<file path="config.mk">
export PLATFORM = sky130hd
export DESIGN_NAME = secstat_scan
export DESIGN_NICKNAME = d
export VERILOG_FILES = /design/src/rtl/secstat_pkg.sv /design/src/rtl/secstat_seq.sv /design/src/rtl/secstat_word_pick.sv /design/src/rtl/secstat_field.sv /design/src/rtl/secstat_accum.sv /design/src/rtl/secstat_scan.sv
export SDC_FILE = /design/constraint.sdc
export NUM_CORES = 1
export LEC_CHECK = 0
export CAP_MARGIN = 30
export CORE_UTILIZATION = 45
export CTS_CLUSTER_DIAMETER = 50
export DETAILED_ROUTE_END_ITERATION = 8
export PLACE_DENSITY_LB_ADDON = 0.05
export SLEW_MARGIN = 20
export SYNTH_ARGS = -nofsm -noshare
export SYNTH_HDL_FRONTEND = slang
export SYNTH_HIERARCHICAL = 1
export SYNTH_SLANG_ARGS = --single-unit
export TNS_END_PERCENT = 20
</file>
<file path="constraint.sdc">
create_clock -name clk -period 10 [get_ports clk]
set_input_delay 3 -clock clk [delete_from_list [all_inputs] [get_ports clk]]
set_output_delay 3 -clock clk [all_outputs]
set_load 0.01 [all_outputs]
</file>
<file path="src/rtl/secstat_pkg.sv">
`timescale 1ns/1ps
package secstat_pkg;
  localparam int unsigned WORD_W = 32;

  typedef enum logic {ST_IDLE, ST_SCAN} scan_st_e;

  // Move the selected lane down to bit 0.
  function automatic logic [WORD_W-1:0] lane_bits(input logic [WORD_W-1:0] w,
                                                  input int unsigned lane,
                                                  input int unsigned step);
    return w >> (lane * step);
  endfunction

  // All-ones field of the given width marks an uncorrectable sector.
  function automatic logic field_is_sentinel(input logic [WORD_W-1:0] f,
                                             input int unsigned fw);
    return f == ((WORD_W'(1) << fw) - WORD_W'(1));
  endfunction

  function automatic logic [WORD_W-1:0] max_of(input logic [WORD_W-1:0] a,
                                               input logic [WORD_W-1:0] b);
    return (a > b) ? a : b;
  endfunction
endpackage

</file>
<file path="src/rtl/secstat_seq.sv">
`timescale 1ns/1ps
module secstat_seq
  import secstat_pkg::*;
#(
  parameter int unsigned SECTORS_MAX = 16,
  localparam int unsigned SEC_W = $clog2(SECTORS_MAX + 1)
) (
  input  logic             clk,
  input  logic             rst_n,
  input  logic             start_i,
  input  logic [SEC_W-1:0] sec_count_i,
  output logic             busy_o,
  output logic             accept_o,
  output logic             cnt_ok_o,
  output logic             last_o,
  output logic             done_o,
  output logic [SEC_W-1:0] idx_o
);
  scan_st_e         state_q;
  logic [SEC_W-1:0] idx_q;
  logic [SEC_W-1:0] last_idx_q;
  logic             done_q;

  assign cnt_ok_o = (sec_count_i != '0) && (sec_count_i <= SEC_W'(SECTORS_MAX));
  assign busy_o   = (state_q == ST_SCAN);
  assign accept_o = start_i && !busy_o && cnt_ok_o;
  assign last_o   = busy_o && (idx_q == last_idx_q);
  assign idx_o    = idx_q;
  assign done_o   = done_q;

  always_ff @(posedge clk or negedge rst_n) begin
    if (!rst_n) begin
      state_q    <= ST_IDLE;
      idx_q      <= '0;
      last_idx_q <= '0;
      done_q     <= 1'b0;
    end else begin
      done_q <= 1'b0;
      if (accept_o) begin
        state_q    <= ST_SCAN;
        idx_q      <= '0;
        last_idx_q <= sec_count_i - SEC_W'(1);
      end else if (busy_o) begin
        if (last_o) begin
          state_q <= ST_IDLE;
          done_q  <= 1'b1;
        end else begin
          idx_q <= idx_q + SEC_W'(1);
        end
      end
    end
  end
endmodule

</file>
<file path="src/rtl/secstat_word_pick.sv">
`timescale 1ns/1ps
module secstat_word_pick
  import secstat_pkg::*;
#(
  parameter int unsigned SECTORS_MAX = 16,
  parameter int unsigned LANES       = 4,
  localparam int unsigned SEC_W  = $clog2(SECTORS_MAX + 1),
  localparam int unsigned WORDS  = (SECTORS_MAX + LANES - 1) / LANES,
  localparam int unsigned WSEL_W = (WORDS > 1) ? $clog2(WORDS) : 1,
  localparam int unsigned LANE_W = $clog2(LANES)
) (
  input  logic [WORDS*WORD_W-1:0] words_i,
  input  logic [SEC_W-1:0]        idx_i,
  output logic [WORD_W-1:0]       word_o,
  output logic [LANE_W-1:0]       lane_o
);
  logic [WORD_W-1:0] word_arr [WORDS];
  logic [WSEL_W-1:0] word_sel;

  for (genvar g = 0; g < WORDS; g++) begin : g_unpack
    assign word_arr[g] = words_i[g*WORD_W +: WORD_W];
  end

  assign word_sel = WSEL_W'(idx_i / SEC_W'(LANES));
  assign lane_o   = LANE_W'(idx_i % SEC_W'(LANES));
  assign word_o   = word_arr[word_sel];
endmodule

</file>
<file path="src/rtl/secstat_field.sv">
`timescale 1ns/1ps
module secstat_field
  import secstat_pkg::*;
#(
  parameter int unsigned LANES      = 4,
  parameter int unsigned LANE_SHIFT = 8,
  parameter int unsigned FIELD_W    = 7,
  localparam int unsigned LANE_W = $clog2(LANES)
) (
  input  logic [WORD_W-1:0]  word_i,
  input  logic [LANE_W-1:0]  lane_i,
  output logic [FIELD_W-1:0] field_o,
  output logic               fail_o,
  output logic [FIELD_W-1:0] good_o
);
  assign field_o = FIELD_W'(lane_bits(word_i, 32'(lane_i), LANE_SHIFT));
  assign fail_o  = field_is_sentinel(WORD_W'(field_o), FIELD_W);
  assign good_o  = fail_o ? '0 : field_o;
endmodule

</file>
<file path="src/rtl/secstat_accum.sv">
`timescale 1ns/1ps
module secstat_accum
  import secstat_pkg::*;
#(
  parameter int unsigned SECTORS_MAX = 16,
  parameter int unsigned FIELD_W     = 7,
  localparam int unsigned SEC_W = $clog2(SECTORS_MAX + 1),
  localparam int unsigned TOT_W = $clog2(SECTORS_MAX * ((2 ** FIELD_W) - 2) + 1)
) (
  input  logic               clk,
  input  logic               rst_n,
  input  logic               clear_i,
  input  logic               step_i,
  input  logic               fail_i,
  input  logic [FIELD_W-1:0] val_i,
  output logic [TOT_W-1:0]   total_o,
  output logic [SEC_W-1:0]   fails_o,
  output logic [FIELD_W-1:0] peak_o
);
  always_ff @(posedge clk or negedge rst_n) begin
    if (!rst_n) begin
      total_o <= '0;
      fails_o <= '0;
      peak_o  <= '0;
    end else if (clear_i) begin
      total_o <= '0;
      fails_o <= '0;
      peak_o  <= '0;
    end else if (step_i) begin
      if (fail_i) begin
        fails_o <= fails_o + SEC_W'(1);
      end else begin
        total_o <= total_o + TOT_W'(val_i);
        peak_o  <= FIELD_W'(max_of(WORD_W'(peak_o), WORD_W'(val_i)));
      end
    end
  end
endmodule

</file>
<file path="src/rtl/secstat_scan.sv">
`timescale 1ns/1ps
module secstat_scan
  import secstat_pkg::*;
#(
  parameter int unsigned SECTORS_MAX = 16,
  parameter int unsigned LANES       = 4,
  parameter int unsigned LANE_SHIFT  = 8,
  parameter int unsigned FIELD_W     = 7,
  localparam int unsigned SEC_W  = $clog2(SECTORS_MAX + 1),
  localparam int unsigned WORDS  = (SECTORS_MAX + LANES - 1) / LANES,
  localparam int unsigned TOT_W  = $clog2(SECTORS_MAX * ((2 ** FIELD_W) - 2) + 1),
  localparam int unsigned LANE_W = $clog2(LANES)
) (
  input  logic                    clk,
  input  logic                    rst_n,
  input  logic                    start_i,
  input  logic [SEC_W-1:0]        sec_count_i,
  input  logic [WORDS*WORD_W-1:0] count_words_i,
  output logic                    done_o,
  output logic [TOT_W-1:0]        corrected_o,
  output logic [SEC_W-1:0]        failed_o,
  output logic [FIELD_W-1:0]      bitflips_o
);
  // Named internal events, also observed by the bound checker.
  logic               busy;
  logic               accept;
  logic               cnt_ok;
  logic               last_step;
  logic [SEC_W-1:0]   sec_idx;
  logic [WORD_W-1:0]  cur_word;
  logic [LANE_W-1:0]  cur_lane;
  logic [FIELD_W-1:0] cur_field;
  logic               step_fail;
  logic [FIELD_W-1:0] step_val;

  secstat_seq #(.SECTORS_MAX(SECTORS_MAX)) u_seq (
    .clk        (clk),
    .rst_n      (rst_n),
    .start_i    (start_i),
    .sec_count_i(sec_count_i),
    .busy_o     (busy),
    .accept_o   (accept),
    .cnt_ok_o   (cnt_ok),
    .last_o     (last_step),
    .done_o     (done_o),
    .idx_o      (sec_idx)
  );

  secstat_word_pick #(.SECTORS_MAX(SECTORS_MAX), .LANES(LANES)) u_pick (
    .words_i(count_words_i),
    .idx_i  (sec_idx),
    .word_o (cur_word),
    .lane_o (cur_lane)
  );

  secstat_field #(.LANES(LANES), .LANE_SHIFT(LANE_SHIFT), .FIELD_W(FIELD_W)) u_field (
    .word_i (cur_word),
    .lane_i (cur_lane),
    .field_o(cur_field),
    .fail_o (step_fail),
    .good_o (step_val)
  );

  secstat_accum #(.SECTORS_MAX(SECTORS_MAX), .FIELD_W(FIELD_W)) u_acc (
    .clk    (clk),
    .rst_n  (rst_n),
    .clear_i(accept),
    .step_i (busy),
    .fail_i (step_fail),
    .val_i  (step_val),
    .total_o(corrected_o),
    .fails_o(failed_o),
    .peak_o (bitflips_o)
  );
endmodule

</file>
# Word level (Yosys, flattened, before mapping)
# Index checks and enable logic that the tools add are counted.
# W data, S select, Z words.
totals:
  wordCells: 56
  ff_bits: 35
  ramBits: 0
  n_memories: 0
  latchBits: 0
  romBits: 0
classes:
  magnitude_cmp: 3
  n_div: 0
  add_sub_neg: 4
  n_mux: 23
  eq_ne: 5
  reduce_logical: 12
  n_mul: 0
  n_bitwise: 1
  shifts: 1
ops:
  columns: ["op", "n"]
  rows:
  - ["$bmux W32 S2", 1]
  - ["$mux W32", 2]
  - ["$mux W7", 5]
  - ["$mux W11", 3]
  - ["$shr A32 B5 Y7", 1]
  - ["$mux W5", 6]
  - ["$add A11 B7 Y11", 1]
  - ["$add A5 B1 Y5 const B", 2]
  - ["$eq A7 B7 Y1 const B", 1]
  - ["$gt A7 B7 Y1", 1]
  - ["$mux W1", 6]
  - ["$ne A2 B2 Y1 const B", 3]
  - ["$reduce_and A2 Y1", 3]
  - ["$eq A5 B5 Y1", 1]
  - ["$le A5 B5 Y1 const B", 1]
  - ["$reduce_bool A5 Y1", 1]
  - ["$sub A5 B1 Y5 const B", 1]
  - ["$logic_and A1 B1 Y1", 4]
  - ["$reduce_bool A2 Y1", 2]
  - ["$ge A3 B3 Y1 const B", 1]
  - ["$not A2 Y3", 1]
  - ["$reduce_and A3 Y1", 1]
  - ["$logic_not A1 Y1", 1]

# Longest topological paths before layout
# Gate-level depths: netlist (run 1).
logic_depth:
  word_depth: 12
  mapped_depth: 14
  mapped_depth_nobuf: 11

# Modules after synthesis
# The synthesis (run 1) kept the hierarchy.
by_module_without_submodules:
  columns: ["module", "cells_each", "area_per_inst_um2", "seq_area_each_um2", "n_inst"]
  rows:
  - ["secstat_accum", 135, 1382.6, 575.6, 1]
  - ["secstat_word_pick", 41, 829.5, 0.0, 1]
  - ["secstat_seq", 70, 714.4, 300.3, 1]
  - ["secstat_field", 21, 290.3, 0.0, 1]

# Worst setup path before layout (run 1)
# OpenSTA, ideal clock, no wires.
synth_timing:
  path_kind: "input to register"
  from: "input port count_words_i[62]"
  to: "register u_acc.peak_o[0]"
  setup_slack_ns: 4.018
  arrival_time_ns: 5.861
  setup_ns: 0.121
  path_buffers: 1
  t_required_ns: 9.879
  cell_stages: 12
  path_cell_list: "mux4_1 > mux4_2 > and4_1 > buf_4 > a21boi_2 > inv_1 > ha_1 > a21o_1 > a221o_1 > a31oi_2 > o31ai_2 > a22o_1"
synth_rtl:
  columns: ["item", "line", "source"]
  rows:
  - ["start: declaration", "secstat_scan.sv:18", "input logic [WORDS*WORD_W-1:0] count_words_i,"]
  - ["$bmux W32 S2", "secstat_word_pick.sv:26", "assign word_o = word_arr[word_sel];"]
  - ["$mux W32 (implied by the code) (2 in series)", "secstat_word_pick.sv:26", null]
  - ["$shr A32 B5 Y7", "secstat_pkg.sv:11", "return w >> (lane * step);"]
  - ["named net cur_field[6]", "secstat_scan.sv:32", "logic [FIELD_W-1:0] cur_field;"]
  - ["$eq A7 B7 Y1", "secstat_pkg.sv:17", "return f == ((WORD_W'(1) << fw) - WORD_W'(1));"]
  - ["$mux W7", "secstat_field.sv:18", "assign good_o = fail_o ? '0 : field_o;"]
  - ["named net step_val[5]", "secstat_scan.sv:34", "logic [FIELD_W-1:0] step_val;"]
  - ["$gt A7 B7 Y1", "secstat_pkg.sv:22", "return (a > b) ? a : b;"]
  - ["$ne A2 B2 Y1 (no source line)", null, null]
  - ["$reduce_and A3 Y1 (no source line)", null, null]
  - ["end signal: assignment", "secstat_accum.sv:34", "peak_o <= FIELD_W'(max_of(WORD_W'(peak_o), WORD_W'(val_i)));"]
  - ["end: declaration", "secstat_accum.sv:18", "output logic [FIELD_W-1:0] peak_o"]
# The timed path passes the listed nets, and every way through them passes these cells. The select of a mux whose other input is x is not followed.
# A chain may end at the register's enable or synchronous reset.

# Worst setup path after layout (run 1)
layout_timing:
  from: "input port count_words_i[30]"
  to: "register u_acc.peak_o[2]"
layout_rtl:
  columns: ["item", "line", "source"]
  rows:
  - ["$bmux W32 S2", "secstat_word_pick.sv:26", null]
  - ["$mux W32 (implied by the code) (2 in series)", "secstat_word_pick.sv:26", null]
  - ["named net cur_word[30]", "secstat_scan.sv:30", "logic [WORD_W-1:0] cur_word;"]
  - ["$shr A32 B5 Y7", "secstat_pkg.sv:11", null]
  - ["named net cur_field[6]", "secstat_scan.sv:32", null]
  - ["$eq A7 B7 Y1", "secstat_pkg.sv:17", null]
  - ["$mux W7", "secstat_field.sv:18", null]
  - ["named net step_val[5]", "secstat_scan.sv:34", null]
  - ["$gt A7 B7 Y1", "secstat_pkg.sv:22", null]
  - ["$ne A2 B2 Y1 (no source line)", null, null]
  - ["$reduce_and A3 Y1 (no source line)", null, null]
# The timed path passes the listed nets, and every way through them passes these cells. The select of a mux whose other input is x is not followed.

==> impl_results.html, run 1 <==
<table>
<tr><th>Metric</th><th>Value</th></tr>
<tr><th colspan="2">Outcome</th></tr>
<tr><td>Outcome</td><td>completed</td></tr>
<tr><th colspan="2">Worst setup path</th></tr>
<tr><td>Required time at the endpoint of the critical path</td><td>10.17 ns</td></tr>
<tr><td>Cell count of the worst reg-to-reg path</td><td>12</td></tr>
<tr><td>Setup CP Type</td><td>input pin to register</td></tr>
<tr><td>Kind of start point of the critical path</td><td>input pin</td></tr>
<tr><td>Arrival time reported for the critical path endpoint</td><td>6.62 ns</td></tr>
<tr><td>Slack of the worst reg-to-reg path</td><td>5.81 ns</td></tr>
<tr><td>Kind of end point of the critical path</td><td>register</td></tr>
<tr><td>Start of the worst register-to-register path</td><td>u_seq/idx_o[2]</td></tr>
<tr><td>CP Launch Point</td><td>count_words_i[30]</td></tr>
<tr><td>Maximum net fanout on the critical path</td><td>8</td></tr>
<tr><td>Last element of the critical path</td><td>u_acc/peak_o[2]</td></tr>
<tr><td>Reg-to-reg critical path endpoint</td><td>u_acc/peak_o[2]</td></tr>
<tr><th colspan="2">Placed design</th></tr>
<tr><td>Setup slack after placement</td><td>3.27 ns</td></tr>
<tr><td>Area of placed instances</td><td>0.00450 mm2</td></tr>
<tr><td>Number of port buffers</td><td>143</td></tr>
<tr><td>Routability Congestion</td><td>0.875</td></tr>
<tr><td>Detailed-placement wirelength estimate</td><td>6830 um</td></tr>
<tr><th colspan="2">Routing</th></tr>
<tr><td>First-iteration detailed-routing DRC count</td><td>104</td></tr>
<tr><td>Drt pass-1 iters</td><td>4</td></tr>
<tr><td>Vias per cell</td><td>5.66</td></tr>
<tr><td>Post-detailed-route DRC marker count</td><td>0</td></tr>
<tr><td>Via count</td><td>2689</td></tr>
<tr><td>Number of antenna-violating nets in the routed design</td><td>0</td></tr>
<tr><td>Final routed wirelength across all metal layers</td><td>8260 um</td></tr>
<tr><td>DR WL/cell</td><td>17.4 um</td></tr>
<tr><th colspan="2">Timing</th></tr>
<tr><td>Post-Route Hold Slack</td><td>0.506 ns</td></tr>
<tr><td>Final total negative setup slack</td><td>0 ns</td></tr>
<tr><td>Crit path time final</td><td>6.45 ns</td></tr>
<tr><td>Final hold viol count</td><td>0</td></tr>
<tr><td>Number of pins with negative max-slew slack in the final report</td><td>0</td></tr>
<tr><td>F_max</td><td>155 MHz</td></tr>
<tr><td>Fin Clk Skew</td><td>0.0104 ns</td></tr>
<tr><td>Setup repair after global routing missed its margin</td><td>no</td></tr>
<tr><td>Slew HR</td><td>56.3%</td></tr>
<tr><td>Share of the cycle needed by the critical path after routing</td><td>64.5%</td></tr>
<tr><td>Endpoints failing setup</td><td>0</td></tr>
<tr><td>Tightest Pin Transition</td><td>0.653 ns</td></tr>
<tr><td>Fin worst setup slack</td><td>3.55 ns</td></tr>
<tr><th colspan="2">Floorplanning</th></tr>
<tr><td>Chip Width</td><td>85.2 um</td></tr>
<tr><td>Die Outline Area</td><td>0.00726 mm2</td></tr>
<tr><td>Die Y</td><td>85.2 um</td></tr>
<tr><td>Site Rows</td><td>29</td></tr>
<tr><td>Number of top-level pins</td><td>160</td></tr>
<tr><td>Core Region</td><td>0.00653 mm2</td></tr>
<tr><td>Starting density of the core</td><td>47.7%</td></tr>
<tr><th colspan="2">Global routing</th></tr>
<tr><td>Pin count of the biggest net entering global routing</td><td>36</td></tr>
<tr><td>Via count of the first global-routing pass</td><td>2757</td></tr>
<tr><td>Initial antenna violation count</td><td>0</td></tr>
<tr><td>Global-route total usage across every layer</td><td>24.1%</td></tr>
<tr><td>Congestion Overflow GR</td><td>0</td></tr>
<tr><td>Global-route wire length before repair</td><td>13500 um</td></tr>
<tr><th colspan="2">Cells and area</th></tr>
<tr><td>Nets</td><td>552</td></tr>
<tr><td>Fraction of final layout cells with drive strength greater than 1</td><td>16.8%</td></tr>
<tr><td>P&amp;R area growth vs syn</td><td>47.8%</td></tr>
<tr><td>Final core utilization</td><td>70.5%</td></tr>
<tr><td>Final instance area</td><td>0.00460 mm2</td></tr>
<tr><td>Fill cell total of the finished layout</td><td>520</td></tr>
<tr><td>Diodes inserted</td><td>0</td></tr>
<tr><th colspan="2">Clock network</th></tr>
<tr><td>Clk pin slew, worst setup/hold paths</td><td>0.07 ns</td></tr>
<tr><td>Number of clock sinks seen by CTS</td><td>35</td></tr>
<tr><td>Number of buffers inserted during clock tree synthesis</td><td>5</td></tr>
<tr><td>Clock latency at the later pin of the worst-skew pair</td><td>0.29 ns</td></tr>
<tr><td>Depth of the CTS H-tree</td><td>2</td></tr>
<tr><td>Gates resized, CTS repair</td><td>0</td></tr>
<tr><td>Max clock buf depth</td><td>2</td></tr>
<tr><td>Total of hold buffers inserted after clock tree synthesis</td><td>0</td></tr>
<tr><td>Number of setup buffers added after CTS</td><td>0</td></tr>
<tr><td>Library cell used as clock root buffer</td><td>clkbuf_8</td></tr>
<tr><td>Clock tree from TritonCTS</td><td>built</td></tr>
<tr><th colspan="2">Yosys</th></tr>
<tr><td>Mapped cell area</td><td>0.00311 mm2</td></tr>
<tr><td>Ys Warns</td><td>6</td></tr>
<tr><td>Average footprint of a synthesized cell</td><td>11.9 um2</td></tr>
<tr><td>Net count after synthesis</td><td>416</td></tr>
<tr><td>Mapped Cells</td><td>261</td></tr>
<tr><th colspan="2">Pwr</th></tr>
<tr><td>Power density normalized to cell area</td><td>304 mW/mm2</td></tr>
<tr><td>Pleak</td><td>1.88 nW</td></tr>
<tr><td>Worst-case vdd ir drop</td><td>0.140 mV</td></tr>
<tr><th colspan="2">Flow run</th></tr>
<tr><td>Max cap viols</td><td>0</td></tr>
<tr><th colspan="2">Worst hold path</th></tr>
<tr><td>Hold path depth</td><td>1</td></tr>
<tr><td>Worst hold path class</td><td>register to register</td></tr>
</table>
[worst max-delay path, cell delays in order]
cell and delay, ns:
clkdlybuf4s50_1 0.40, mux4_1 0.50, mux4_2 0.52, and4_1 0.35, a21boi_2 0.28, inv_1 0.08
ha_1 0.33, a21o_1 0.20, a221o_1 0.36, a31oi_2 0.18, o31ai_2 0.16, a22o_1 0.26
[worst min path at each step]
| stage | end | startpoint |
|---|---|---|
| after floorplan | u_seq/idx_o[4] | u_seq/idx_o[4] |
| after global placement | u_seq/idx_o[4] | u_seq/idx_o[4] |
| after detailed placement | u_seq/idx_o[4] | u_seq/idx_o[4] |
| after CTS | u_seq/idx_o[4] | u_seq/idx_o[4] |
| after global routing | u_seq/idx_o[4] | u_seq/idx_o[4] |
| final | u_seq/idx_o[4] | u_seq/idx_o[4] |
[where the power goes]
group          switching, mW  leakage (nW)  internal, mW
Combinational          0.480          1.39         0.537
Sequential            0.0754         0.443         0.207
Clock                 0.0532        0.0412        0.0487
[area by class of cell]
type	count	area (um2)	share of cell area, %
clock inverters	2	12.5	0.272
repair buffers	146	1470	31.9
well taps	77	96.3	2.09
flip-flops and latches	35	877	19.1
clock buffers	6	72.6	1.58
multi-input cells	197	2030	44.2
inverters	12	45.0	0.979
[per-stage QoR]
stage	std cells	total power [mW]
after global placement	466	1.26
after global routing	475	1.53
after detailed placement	466	1.29
after CTS	474	1.40
final	475	1.40
after floorplan	261	1.06
[layer usage]
metal  global-route usage, %  part of all wire, %  up-vias
li1                        -                    -     1279
met1                    28.5                   39     1303
met2                    44.7                   54       96
met3                    4.09                  5.3       11
met4                    7.40                  1.8        0
met5                       0                    0        -
[flip-flops by register name, indices dropped and copies added, names as in the netlist]
register,count
u_acc/fails_o,5
u_seq/idx_o,5
u_seq/last_idx_q,5
u_seq/busy_o,1
u_acc/total_o,11
u_acc/peak_o,7
u_seq/done_o,1
[cells in the final DEF, fill, tap and decap left out, types with 3 or more instances in the layout]
cell type        instances
o21ai_2                  6
and3_1                   3
o21ai_1                  8
nor2_1                  15
a211oi_1                 3
mux4_2                  34
inv_1                   10
o21ai_0                 11
mux2i_1                  5
clkdlybuf4s50_1        143
clkbuf_8                 5
nand3_1                  8
ha_1                    18
a21oi_1                  6
a22o_1                  12
xor2_1                  11
a21boi_2                 7
xnor2_1                  9
nand2_1                 10
dfrtp_1                 34
No activity file was read; power rests on OpenSTA's default activity.
==> run 2, diff against run 1 <==
CORE_UTILIZATION = 41   (was 45)
clock period = 6.5 ns   (was 10 ns; I/O delays follow)
==> impl_results.html, run 2 (synthesis gave the netlist of run 1 again) <==
<table>
<tr><th>Metric</th><th>Value</th></tr>
<tr><th colspan="2">Routing</th></tr>
<tr><td>Final routed wirelength across all metal layers</td><td>8210 um</td></tr>
<tr><td>Via count</td><td>2633</td></tr>
<tr><td>Post-detailed-route DRC marker count</td><td>0</td></tr>
<tr><td>DR WL/cell</td><td>16.5 um</td></tr>
<tr><td>First-iteration detailed-routing DRC count</td><td>53</td></tr>
<tr><td>Drt pass-1 iters</td><td>4</td></tr>
<tr><td>Number of antenna-violating nets in the routed design</td><td>0</td></tr>
<tr><td>Vias per cell</td><td>5.30</td></tr>
<tr><th colspan="2">Global routing</th></tr>
<tr><td>Initial antenna violation count</td><td>0</td></tr>
<tr><td>Congestion Overflow GR</td><td>0</td></tr>
<tr><td>Global-route wire length before repair</td><td>13300 um</td></tr>
<tr><td>Pin count of the biggest net entering global routing</td><td>36</td></tr>
<tr><td>Via count of the first global-routing pass</td><td>2809</td></tr>
<tr><td>Global-route total usage across every layer</td><td>22.4%</td></tr>
<tr><th colspan="2">Pwr</th></tr>
<tr><td>Pleak</td><td>1.88 nW</td></tr>
<tr><td>Worst-case vdd ir drop</td><td>0.171 mV</td></tr>
<tr><td>Overall power after layout</td><td>2.15 mW</td></tr>
<tr><td>Power density normalized to cell area</td><td>464 mW/mm2</td></tr>
<tr><th colspan="2">Timing</th></tr>
<tr><td>Number of pins with negative max-slew slack in the final report</td><td>0</td></tr>
<tr><td>Fin Clk Skew</td><td>0.00343 ns</td></tr>
<tr><td>F_max</td><td>187 MHz</td></tr>
<tr><td>Final hold viol count</td><td>0</td></tr>
<tr><td>Endpoints failing setup</td><td>0</td></tr>
<tr><td>Slew HR</td><td>48.3%</td></tr>
<tr><td>Tightest Pin Transition</td><td>0.775 ns</td></tr>
<tr><td>Setup repair after global routing missed its margin</td><td>no</td></tr>
<tr><td>Crit path time final</td><td>5.35 ns</td></tr>
<tr><td>Share of the cycle needed by the critical path after routing</td><td>82.3%</td></tr>
<tr><td>Fin worst setup slack</td><td>1.15 ns</td></tr>
<tr><td>Final total negative setup slack</td><td>0 ns</td></tr>
<tr><th colspan="2">Worst setup path</th></tr>
<tr><td>Kind of end point of the critical path</td><td>register</td></tr>
<tr><td>Required time at the endpoint of the critical path</td><td>6.73 ns</td></tr>
<tr><td>Slowest library cell on the worst path</td><td>o31ai_2</td></tr>
<tr><td>Largest incremental delay on the critical path</td><td>0.55 ns</td></tr>
<tr><td>Kind of start point of the critical path</td><td>input pin</td></tr>
<tr><td>Setup CP Type</td><td>input pin to register</td></tr>
<tr><td>Number of buffer and inverter stages on the critical path</td><td>2</td></tr>
<tr><td>Family with the most delay on the worst path</td><td>compound AO/OA/AOI/OAI gates</td></tr>
<tr><td>Arrival time reported for the critical path endpoint</td><td>5.57 ns</td></tr>
<tr><td>Maximum net fanout on the critical path</td><td>8</td></tr>
<tr><td>Cell chain of the critical path</td><td>clkdlybuf4s50_1, mux4_1, mux4_2, and4_1, a21boi_2, inv_1, ha_1, and3_1, a221o_1, a31oi_2, o31ai_2, a22o_1</td></tr>
<tr><th colspan="2">Clock network</th></tr>
<tr><td>Number of setup buffers added after CTS</td><td>0</td></tr>
<tr><td>Clk pin slew, worst setup/hold paths</td><td>0.07 ns</td></tr>
<tr><td>Library cell used as clock root buffer</td><td>clkbuf_8</td></tr>
<tr><td>Number of buffers inserted during clock tree synthesis</td><td>5</td></tr>
<tr><td>Clock tree from TritonCTS</td><td>built</td></tr>
<tr><td>Number of clock sinks seen by CTS</td><td>35</td></tr>
<tr><td>Depth of the CTS H-tree</td><td>2</td></tr>
<tr><td>Total of hold buffers inserted after clock tree synthesis</td><td>0</td></tr>
<tr><td>Max clock buf depth</td><td>2</td></tr>
<tr><td>Gates resized, CTS repair</td><td>0</td></tr>
<tr><td>Clock latency at the later pin of the worst-skew pair</td><td>0.29 ns</td></tr>
<tr><th colspan="2">Placed design</th></tr>
<tr><td>Routability Congestion</td><td>0.885</td></tr>
<tr><td>Placed Instances</td><td>488</td></tr>
<tr><td>Setup slack after placement</td><td>0.858 ns</td></tr>
<tr><td>Number of port buffers</td><td>143</td></tr>
<tr><td>Detailed-placement wirelength estimate</td><td>6800 um</td></tr>
<tr><th colspan="2">Floorplanning</th></tr>
<tr><td>Die Outline Area</td><td>0.00795 mm2</td></tr>
<tr><td>Site Rows</td><td>31</td></tr>
<tr><td>Starting density of the core</td><td>42.7%</td></tr>
<tr><td>Die Y</td><td>89.2 um</td></tr>
<tr><td>Chip Width</td><td>89.2 um</td></tr>
<tr><td>Number of top-level pins</td><td>160</td></tr>
<tr><td>Core Region</td><td>0.00729 mm2</td></tr>
<tr><th colspan="2">Flow run</th></tr>
<tr><td>Max cap viols</td><td>0</td></tr>
<tr><th colspan="2">Cells and area</th></tr>
<tr><td>Largest register FFs</td><td>11</td></tr>
<tr><td>Most frequent cells in the layout</td><td>clkdlybuf4s50_1 (143), dfrtp_1 (34), mux4_2 (34)</td></tr>
<tr><td>Most flops, register</td><td>u_acc/total_o</td></tr>
<tr><td>Fraction of final layout cells with drive strength greater than 1</td><td>16.8%</td></tr>
<tr><td>Diodes inserted</td><td>0</td></tr>
<tr><td>Largest registers</td><td>u_acc/total_o x11, u_acc/peak_o x7</td></tr>
<tr><td>P&amp;R area growth vs syn</td><td>48.7%</td></tr>
<tr><td>Final cell count without fillers</td><td>497</td></tr>
<tr><td>Most common library cell in the layout ignoring fill and taps</td><td>clkdlybuf4s50_1</td></tr>
<tr><td>Nets</td><td>552</td></tr>
<tr><th colspan="2">Outcome</th></tr>
<tr><td>Outcome</td><td>completed</td></tr>
<tr><th colspan="2">Worst hold path</th></tr>
<tr><td>Worst hold path class</td><td>register to register</td></tr>
</table>
==> run 2: cell counts in the layout (fill, tap and decap cells not counted) <==
No cell type changed its count.
==> run 2: per-layer routing <==
layer,GRT usage [%],part of all wire (%)
met5,0,0
met4,6.93,2.2
met3,5.36,6.6
met2,42.1,54
met1,25.0,37
==> run 2: worst paths after layout <==
check                             startpoint               to  slack, ns  cells after the start
min                           u_seq/idx_o[4]   u_seq/idx_o[4]       0.51                      1
min reg2reg                   u_seq/idx_o[4]   u_seq/idx_o[4]       0.51                      1
min in group asynchronous              rst_n  u_acc/peak_o[5]       2.07                      2
max reg2reg                   u_seq/idx_o[3]  u_acc/peak_o[1]       2.19                     12
max                        count_words_i[94]  u_acc/peak_o[1]       1.15                     12
max in group asynchronous              rst_n   u_seq/idx_o[2]       4.09                      2
==> run 2: where the power goes <==
group	switching (mW)	internal (mW)	total, mW
registers	0.137	0.318	0.455
clock network	0.0810	0.0749	0.156
logic	0.710	0.824	1.53
==> run 2: cell type report <==
class,count,area (um2)
well taps,99,124
fillers,645,2660
clock buffers,6,72.6
inverters,12,45.0
repair buffers,146,1470
clock inverters,2,12.5
multi-input cells,197,2030
flip-flops and latches,35,877
==> run 2: metrics by stage <==
stage	hold WS, ns	area (um2)	utilization, %
after floorplan	0.463	3110	-
after global placement	0.481	4520	62.0
after detailed placement	0.490	4520	62.0
after CTS	0.507	4610	63.2
after global routing	0.527	4630	63.5
final	0.505	4630	63.5
